`src/rtl/boot_seq_pkg.sv`:
```
package boot_seq_pkg;

    typedef enum logic [1:0] {
        ST_START = 2'd0,
        ST_READ  = 2'd1,
        ST_DONE  = 2'd2,
        ST_FAIL  = 2'd3
    } seq_state_e;

    typedef enum logic [1:0] {
        CAUSE_NONE = 2'd0,
        CAUSE_ID   = 2'd1,
        CAUSE_OP   = 2'd2,
        CAUSE_CRC  = 2'd3
    } cause_e;

    // byte positions inside an image header
    localparam int ID_LAST   = 3;
    localparam int OP_POS    = 4;
    localparam int JMP_FIRST = 5;
    localparam int JMP_LAST  = 7;
    localparam int LEN_FIRST = 8;
    localparam int LEN_LAST  = 9;
    localparam int HDR_LEN   = 10;
    localparam int CRC_LEN   = 2;

endpackage

```
`src/rtl/boot_sync.sv`:
```
module boot_sync (
    input  logic clk,
    input  logic rst_n,
    input  logic async_n,
    output logic rise
);
    typedef struct packed {
        logic s1;
        logic s2;
        logic prev;
    } sync_t;

    sync_t q, d;

    always_comb begin
        d.s1   = async_n;
        d.s2   = q.s1;
        d.prev = q.s2;
    end

    always_ff @(posedge clk or negedge rst_n) begin
        if (!rst_n) q <= '{s1: 1'b1, s2: 1'b1, prev: 1'b1};
        else        q <= d;
    end

    // high for one cycle when the synchronised level returns high
    assign rise = q.s2 & ~q.prev;
endmodule

```
`src/rtl/boot_crc16.sv`:
```
module boot_crc16 #(
    parameter logic [15:0] POLY = 16'h1021,
    parameter logic [15:0] INIT = 16'hFFFF
) (
    input  logic       clk,
    input  logic       rst_n,
    input  logic       clear,
    input  logic       en,
    input  logic [7:0] data,
    output logic [15:0] crc_nxt
);
    logic [15:0] crc_q, crc_d;

    always_comb begin
        logic [15:0] c;
        c = crc_q ^ {data, 8'h00};
        for (int b = 0; b < 8; b++) begin
            c = c[15] ? ((c << 1) ^ POLY) : (c << 1);
        end
        crc_nxt = c;
        if (clear)   crc_d = INIT;
        else if (en) crc_d = c;
        else         crc_d = crc_q;
    end

    always_ff @(posedge clk or negedge rst_n) begin
        if (!rst_n) crc_q <= INIT;
        else        crc_q <= crc_d;
    end
endmodule

```
`src/rtl/boot_budget.sv`:
```
module boot_budget #(
    parameter int MAX_TRIES = 3,
    parameter int CNT_W     = $clog2(MAX_TRIES + 1)
) (
    input  logic             clk,
    input  logic             rst_n,
    input  logic             first,
    input  logic             bump,
    output logic [CNT_W-1:0] cnt,
    output logic             spent
);
    localparam logic [CNT_W-1:0] LIMIT = CNT_W'(MAX_TRIES);

    logic [CNT_W-1:0] cnt_q, cnt_d;

    always_comb begin
        cnt_d = cnt_q;
        if (first)     cnt_d = CNT_W'(1);
        else if (bump) cnt_d = cnt_q + CNT_W'(1);
    end

    always_ff @(posedge clk or negedge rst_n) begin
        if (!rst_n) cnt_q <= '0;
        else        cnt_q <= cnt_d;
    end

    assign cnt   = cnt_q;
    assign spent = (cnt_q >= LIMIT);
endmodule

```
`src/rtl/boot_retry_seq.sv`:
```
module boot_retry_seq
    import boot_seq_pkg::*;
#(
    parameter int          ADDR_W    = 24,
    parameter int          MAX_TRIES = 3,
    parameter logic [31:0] DEV_ID    = 32'h1B0C_5A01,
    parameter logic [7:0]  LOAD_OP   = 8'hC3,
    parameter int          CNT_W     = $clog2(MAX_TRIES + 1)
) (
    input  logic              clk,
    input  logic              rst_n,
    output logic              rd_req,
    output logic [ADDR_W-1:0] rd_addr,
    input  logic              byte_vld,
    input  logic [7:0]        byte_data,
    input  logic              reconfig_n,
    output logic              done,
    output logic              fail,
    output logic [CNT_W-1:0]  attempts,
    output logic [1:0]        cause
);
    localparam int IDX_W = 17;
    localparam logic [IDX_W-1:0] I_ID_LAST   = IDX_W'(ID_LAST);
    localparam logic [IDX_W-1:0] I_OP        = IDX_W'(OP_POS);
    localparam logic [IDX_W-1:0] I_JMP_FIRST = IDX_W'(JMP_FIRST);
    localparam logic [IDX_W-1:0] I_JMP_LAST  = IDX_W'(JMP_LAST);
    localparam logic [IDX_W-1:0] I_LEN_FIRST = IDX_W'(LEN_FIRST);
    localparam logic [IDX_W-1:0] I_LEN_LAST  = IDX_W'(LEN_LAST);
    localparam logic [IDX_W-1:0] I_HDR       = IDX_W'(HDR_LEN);
    localparam logic [IDX_W-1:0] I_TAIL      = IDX_W'(HDR_LEN + CRC_LEN - 1);

    typedef struct packed {
        seq_state_e        state;
        logic [ADDR_W-1:0] base;
        logic [ADDR_W-1:0] jump;
        logic [IDX_W-1:0]  idx;
        logic [23:0]       id_sh;
        logic [15:0]       jmp_sh;
        logic [7:0]        len_hi;
        logic [15:0]       len;
        cause_e            cause;
        logic              fresh;
    } seq_t;

    localparam seq_t SEQ_RST = '{
        state: ST_START, base: '0, jump: '0, idx: '0, id_sh: '0,
        jmp_sh: '0, len_hi: '0, len: '0, cause: CAUSE_NONE, fresh: 1'b1
    };

    seq_t q, d;

    logic              rc_rise;
    logic              crc_clr, crc_en;
    logic [15:0]       crc_nxt;
    logic              bud_first, bud_bump, bud_spent;
    logic [CNT_W-1:0]  bud_cnt;
    logic [IDX_W-1:0]  last_idx;

    boot_sync i_sync (
        .clk     (clk),
        .rst_n   (rst_n),
        .async_n (reconfig_n),
        .rise    (rc_rise)
    );

    boot_crc16 i_crc (
        .clk     (clk),
        .rst_n   (rst_n),
        .clear   (crc_clr),
        .en      (crc_en),
        .data    (byte_data),
        .crc_nxt (crc_nxt)
    );

    boot_budget #(.MAX_TRIES(MAX_TRIES), .CNT_W(CNT_W)) i_budget (
        .clk   (clk),
        .rst_n (rst_n),
        .first (bud_first),
        .bump  (bud_bump),
        .cnt   (bud_cnt),
        .spent (bud_spent)
    );

    assign last_idx = I_TAIL + IDX_W'(q.len);

    always_comb begin
        d         = q;
        crc_clr   = 1'b0;
        crc_en    = 1'b0;
        bud_first = 1'b0;
        bud_bump  = 1'b0;
        case (q.state)
            ST_START: begin
                crc_clr   = 1'b1;
                bud_first = q.fresh;
                bud_bump  = ~q.fresh;
                d.fresh   = 1'b0;
                d.idx     = '0;
                d.state   = ST_READ;
            end
            ST_READ: begin
                if (byte_vld) begin
                    crc_en = 1'b1;
                    d.idx  = q.idx + IDX_W'(1);
                    if (q.idx < I_ID_LAST) begin
                        d.id_sh = {q.id_sh[15:0], byte_data};
                    end
                    if (q.idx == I_ID_LAST && {q.id_sh, byte_data} != DEV_ID) begin
                        d.cause = CAUSE_ID;
                        d.state = ST_FAIL;
                    end
                    if (q.idx == I_OP && byte_data != LOAD_OP) begin
                        d.cause = CAUSE_OP;
                        d.state = ST_FAIL;
                    end
                    if (q.idx >= I_JMP_FIRST && q.idx < I_JMP_LAST) begin
                        d.jmp_sh = {q.jmp_sh[7:0], byte_data};
                    end
                    if (q.idx == I_JMP_LAST) begin
                        d.jump = ADDR_W'({q.jmp_sh, byte_data});
                    end
                    if (q.idx == I_LEN_FIRST) begin
                        d.len_hi = byte_data;
                    end
                    if (q.idx == I_LEN_LAST) begin
                        d.len = {q.len_hi, byte_data};
                    end
                    if (q.idx >= I_HDR && q.idx == last_idx) begin
                        if (crc_nxt == 16'h0000) begin
                            d.state = ST_DONE;
                        end else begin
                            d.cause = CAUSE_CRC;
                            if (bud_spent) begin
                                d.state = ST_FAIL;
                            end else begin
                                d.base  = q.jump;
                                d.state = ST_START;
                            end
                        end
                    end
                end
            end
            ST_DONE: begin
                if (rc_rise) begin
                    d.base  = q.jump;
                    d.fresh = 1'b1;
                    d.state = ST_START;
                end
            end
            default: begin
                d.state = ST_FAIL;
            end
        endcase
    end

    always_ff @(posedge clk or negedge rst_n) begin
        if (!rst_n) q <= SEQ_RST;
        else        q <= d;
    end

    assign rd_req   = (q.state == ST_READ);
    assign rd_addr  = q.base;
    assign done     = (q.state == ST_DONE);
    assign fail     = (q.state == ST_FAIL);
    assign attempts = bud_cnt;
    assign cause    = q.cause;
endmodule

```
`config.mk`:
```
export PLATFORM = sky130hd
export DESIGN_NAME = boot_retry_seq
export DESIGN_NICKNAME = d
export VERILOG_FILES = /design/src/rtl/boot_seq_pkg.sv /design/src/rtl/boot_sync.sv /design/src/rtl/boot_crc16.sv /design/src/rtl/boot_budget.sv /design/src/rtl/boot_retry_seq.sv
export SDC_FILE = /design/constraint.sdc
export NUM_CORES = 1
export LEC_CHECK = 0
export ABC_AREA = 1
export BUFFER_PORTS_ARGS = -buffer_cell sky130_fd_sc_hd__buf_2
export CORE_UTILIZATION = 62
export CTS_BUF_LIST = sky130_fd_sc_hd__clkbuf_16
export DETAILED_ROUTE_END_ITERATION = 6
export PLACE_DENSITY = 0.77
export SLEW_MARGIN = 25
export SYNTH_ARGS = -nofsm -noshare
export SYNTH_HDL_FRONTEND = slang
export SYNTH_SLANG_ARGS = --single-unit
```
`constraint.sdc`:
```
create_clock -name clk -period 2.6 [get_ports clk]
set_clock_uncertainty 0.15 [all_clocks]
set_input_delay 0.26 -clock clk [delete_from_list [all_inputs] [get_ports clk]]
set_output_delay 0.26 -clock clk [all_outputs]
set_load 0.01 [all_outputs]
```
==> metrics.csv <==
metric,value,unit
outcome,"complete, no violations",
critical_path_class,flop to flop,
worstPathMaxFanout,8,
synth_compound_gate_area_share,10.5,%
drt_first_pass_iters,6,
start_util,63.8,%
die-width,116,um
grt_use_total,28.8,%
synth_area,0.00808,mm2
reg2reg_from,q[3]$_DFFE_PN0P_,
placementRows,41,
synth.distinct_cells,42,
async_flop_share,100,%
seq_area_frac_synth,48.3,%
slowest_stage,dfrtp_1,
slew_headroom,68.1,%
hold_viol,0,
first_global_vias,6068,
cp.required,2.81,ns
synth_seq_cells,155,
area_delta_synth_final,15.2,%
die_area,0.0135,mm2
min_period,2.50,ns
whs_path_depth,3,
grt_max_degree,52,
min_period_over_period,96.2,%
drc_errors,0,
grt_pass1_wl,29500,um
ir_drop,0.379,mV
root_buffer,clkbuf_16,
powerDensity,541,mW/mm2
hold_path.class,primary input to flop,
critPathMaxStageDelay,0.39,ns
dr_total_vias,6650,
critPathTopFamily,simple AND/OR/NAND/NOR gates,
drive_gt1_share,18.7,%
path_cells,"inv_2, ha_4, inv_4, nand2_4, nand2_4, nand2_8, o21bai_4, nand2_2, inv_2, nand2_1, nor2_1, nand2_1, nor2_4, nand4_4, nand2_8, clkbuf_16, nand3_1, nand2_1",
cts_sinks,155,
fin_area,0.00931,mm2
path_buf_inv,4,
min_to,q[9]$_DFFE_PN0P_,
nets,1052,
leakage,4.57,nW
ios,43,
placed_cell_area,0.00841,mm2
hpwl,12500,um
final_util,73.4,%
rsz0062_at_grt,true,
synthCells,991,
final_cells,1219,
via_per_inst,5.46,
gp_congestion,0.888,
yosys.area_share.adder,0.929,%
overflow,0,
insertion_delay,0.43,ns
drt-initial-drc-count,598,
crit-reg2reg-capture,rd_addr[12]$_DFFE_PN0P_,
chipHeight,116,um
synth_enable_flop_cells,0,
r2r_setup_slack,0.1,ns
drv_slew,0,
syn_area_per_cell,8.15,um2
placed_cells,1173,
drtAntennaViolNets,0,
core,0.0127,mm2
reg2reg_depth,18,
synthSimpleGateAreaFrac,23.7,%
mostFrequentLayoutCell,nand2_1,
max_freq,400,MHz
fill_cells,946,
synth_top_family_by_area,simple AND/OR/NAND/NOR gates,
start_kind,flop,
ys.flop_type,dfrtp_1,
ctsLongestPathBuffers,2,
critPathArrivalTime,2.71,ns
maxCapViolCount,0,
port_buffers,42,
synth_mux_area_share,2.93,%
finalSetupViolCount,0,
clk_pin_slew,0.06,ns
n_antenna_cell,0,
synthXorXnorAreaFrac,3.03,%
drt_wl_total,18800,um
multi_input_area,0.00349,mm2
wl_per_cell,15.4,um
critPathCaptureType,flop,
cts_tree,done,
htreeDepth,4,
regArea,0.00391,mm2
cts_buffers,17,
crit_top_cell,nand2_1,
fin_setup_tns,0,ns
layout_common_cells,"nand2_1 (224), dfrtp_1 (131), inv_1 (121)",
syn_nets,1009,
min_from,byte_data[6],
antenna_found_initial,0,
ys_warn_count,0,
worstMarginPinSlew,0.478,ns
worst register-to-register path: stages (launching register included):
cell,delay [ns]
dfrtp_1,0.39
inv_2,0.08
ha_4,0.17
inv_4,0.06
nand2_4,0.06
nand2_4,0.12
nand2_8,0.09
o21bai_4,0.12
nand2_2,0.07
inv_2,0.04
nand2_1,0.04
nor2_1,0.11
nand2_1,0.09
nor2_4,0.14
nand4_4,0.16
nand2_8,0.20
clkbuf_16,0.17
nand3_1,0.07
nand2_1,0.10
what timing repair did:
| action | CTS | global route |
|---|---|---|
| endpoints found under the hold margin | 50 | 0 |
| setup endpoints to repair | 0 | 29 |
| gates resized for setup | 0 | 38 |
| buffers inserted | 0 | 4 |
| hold buffers | 4 | 0 |
layer usage:
layer / track usage [%] / vias up / part of all wire [%]
met2: 46.6 / 218 / 48
li1: - / 3257 / -
met1: 39.4 / 3142 / 45
met3: 4.77 / 33 / 5.2
met4: 10.0 / 0 / 2.1
met5: 0 / - / 0
power by group:
part	internal, mW	leakage [nW]	switching, mW	total (mW)
clock network	1.49	0.306	0.975	2.47
logic	0.0399	2.27	0.110	0.150
registers	2.42	1.99	0.000873	2.42
logic make-up (layout without fill, tap and decap cells):
kind of cell | Yosys count | in the layout
adders and majority gates | 6 | 6
muxes | 21 | 21
buffers and inverters | 194 | 247
AOI/OAI and AO/OA | 160 | 160
xor gates and xnor gates | 28 | 28
DFF | 155 | 155
and+or+nand+nor | 427 | 430
registers in the layout (all words and copies together) (netlist names):
signal / flops
cause: 2
i_budget.cnt: 2
i_crc.crc_q: 16
i_sync.d: 2
i_sync.q: 1
q: 108
rd_addr: 24
cell usage after synthesis (8+ instances only):
library cell  number  area (um2)
dfstp_2           20         526
buf_4             28         210
dfrtp_1          135        3380
nand2_1          234         878
inv_1            119         447
nor3_1             8        40.0
clkbuf_1          23        86.3
o21ai_0           77         385
o22ai_1            8        50.1
nor2_1            80         300
xnor2_1           15         131
nand4_1           16         100
a21oi_1           57         285
xor2_1            13         114
mux2_2            17         191
nand3_1           66         330
through the flow:
stage | total power [mW] | hold slack [ns] | setup slack, ns
floorplan | 2.50 | -0.186 | 0.302
global placement | 2.60 | 0.0863 | 0.148
detailed placement | 2.60 | 0.0822 | 0.0668
CTS | 5.05 | 0.0169 | 0.0101
global route | 5.16 | 0.0320 | -0.0346
finish | 5.04 | 0.0330 | 0.0982
worst max-delay path by stage:
stage	start	end	slack, ns	cells past startpoint
3_3_place_gp	q[3]$_DFFE_PN0P_	rd_addr[2]$_DFFE_PN0P_	0.15	18
5_1_grt	q[3]$_DFFE_PN0P_	rd_addr[6]$_DFFE_PN0P_	-0.03	15
2_1_floorplan	q[3]$_DFFE_PN0P_	rd_addr[0]$_DFFE_PN0P_	0.30	19
4_1_cts	q[3]$_DFFE_PN0P_	rd_addr[4]$_DFFE_PN0P_	0.01	18
6_report	q[3]$_DFFE_PN0P_	rd_addr[12]$_DFFE_PN0P_	0.1	18
3_5_place_dp	q[3]$_DFFE_PN0P_	rd_addr[17]$_DFFE_PN0P_	0.07	18
area by class of cell:
cell class / instances / area share (%)
Multi-Input combinational cell: 645 / 37.5
Tap cell: 172 / 2.31
Clock inverter: 15 / 1.69
Clock buffer: 17 / 4.57
Inverter: 132 / 5.35
Sequential cell: 155 / 42.0
Timing Repair Buffer: 83 / 6.56
Power figures use the tool's default switching activity.
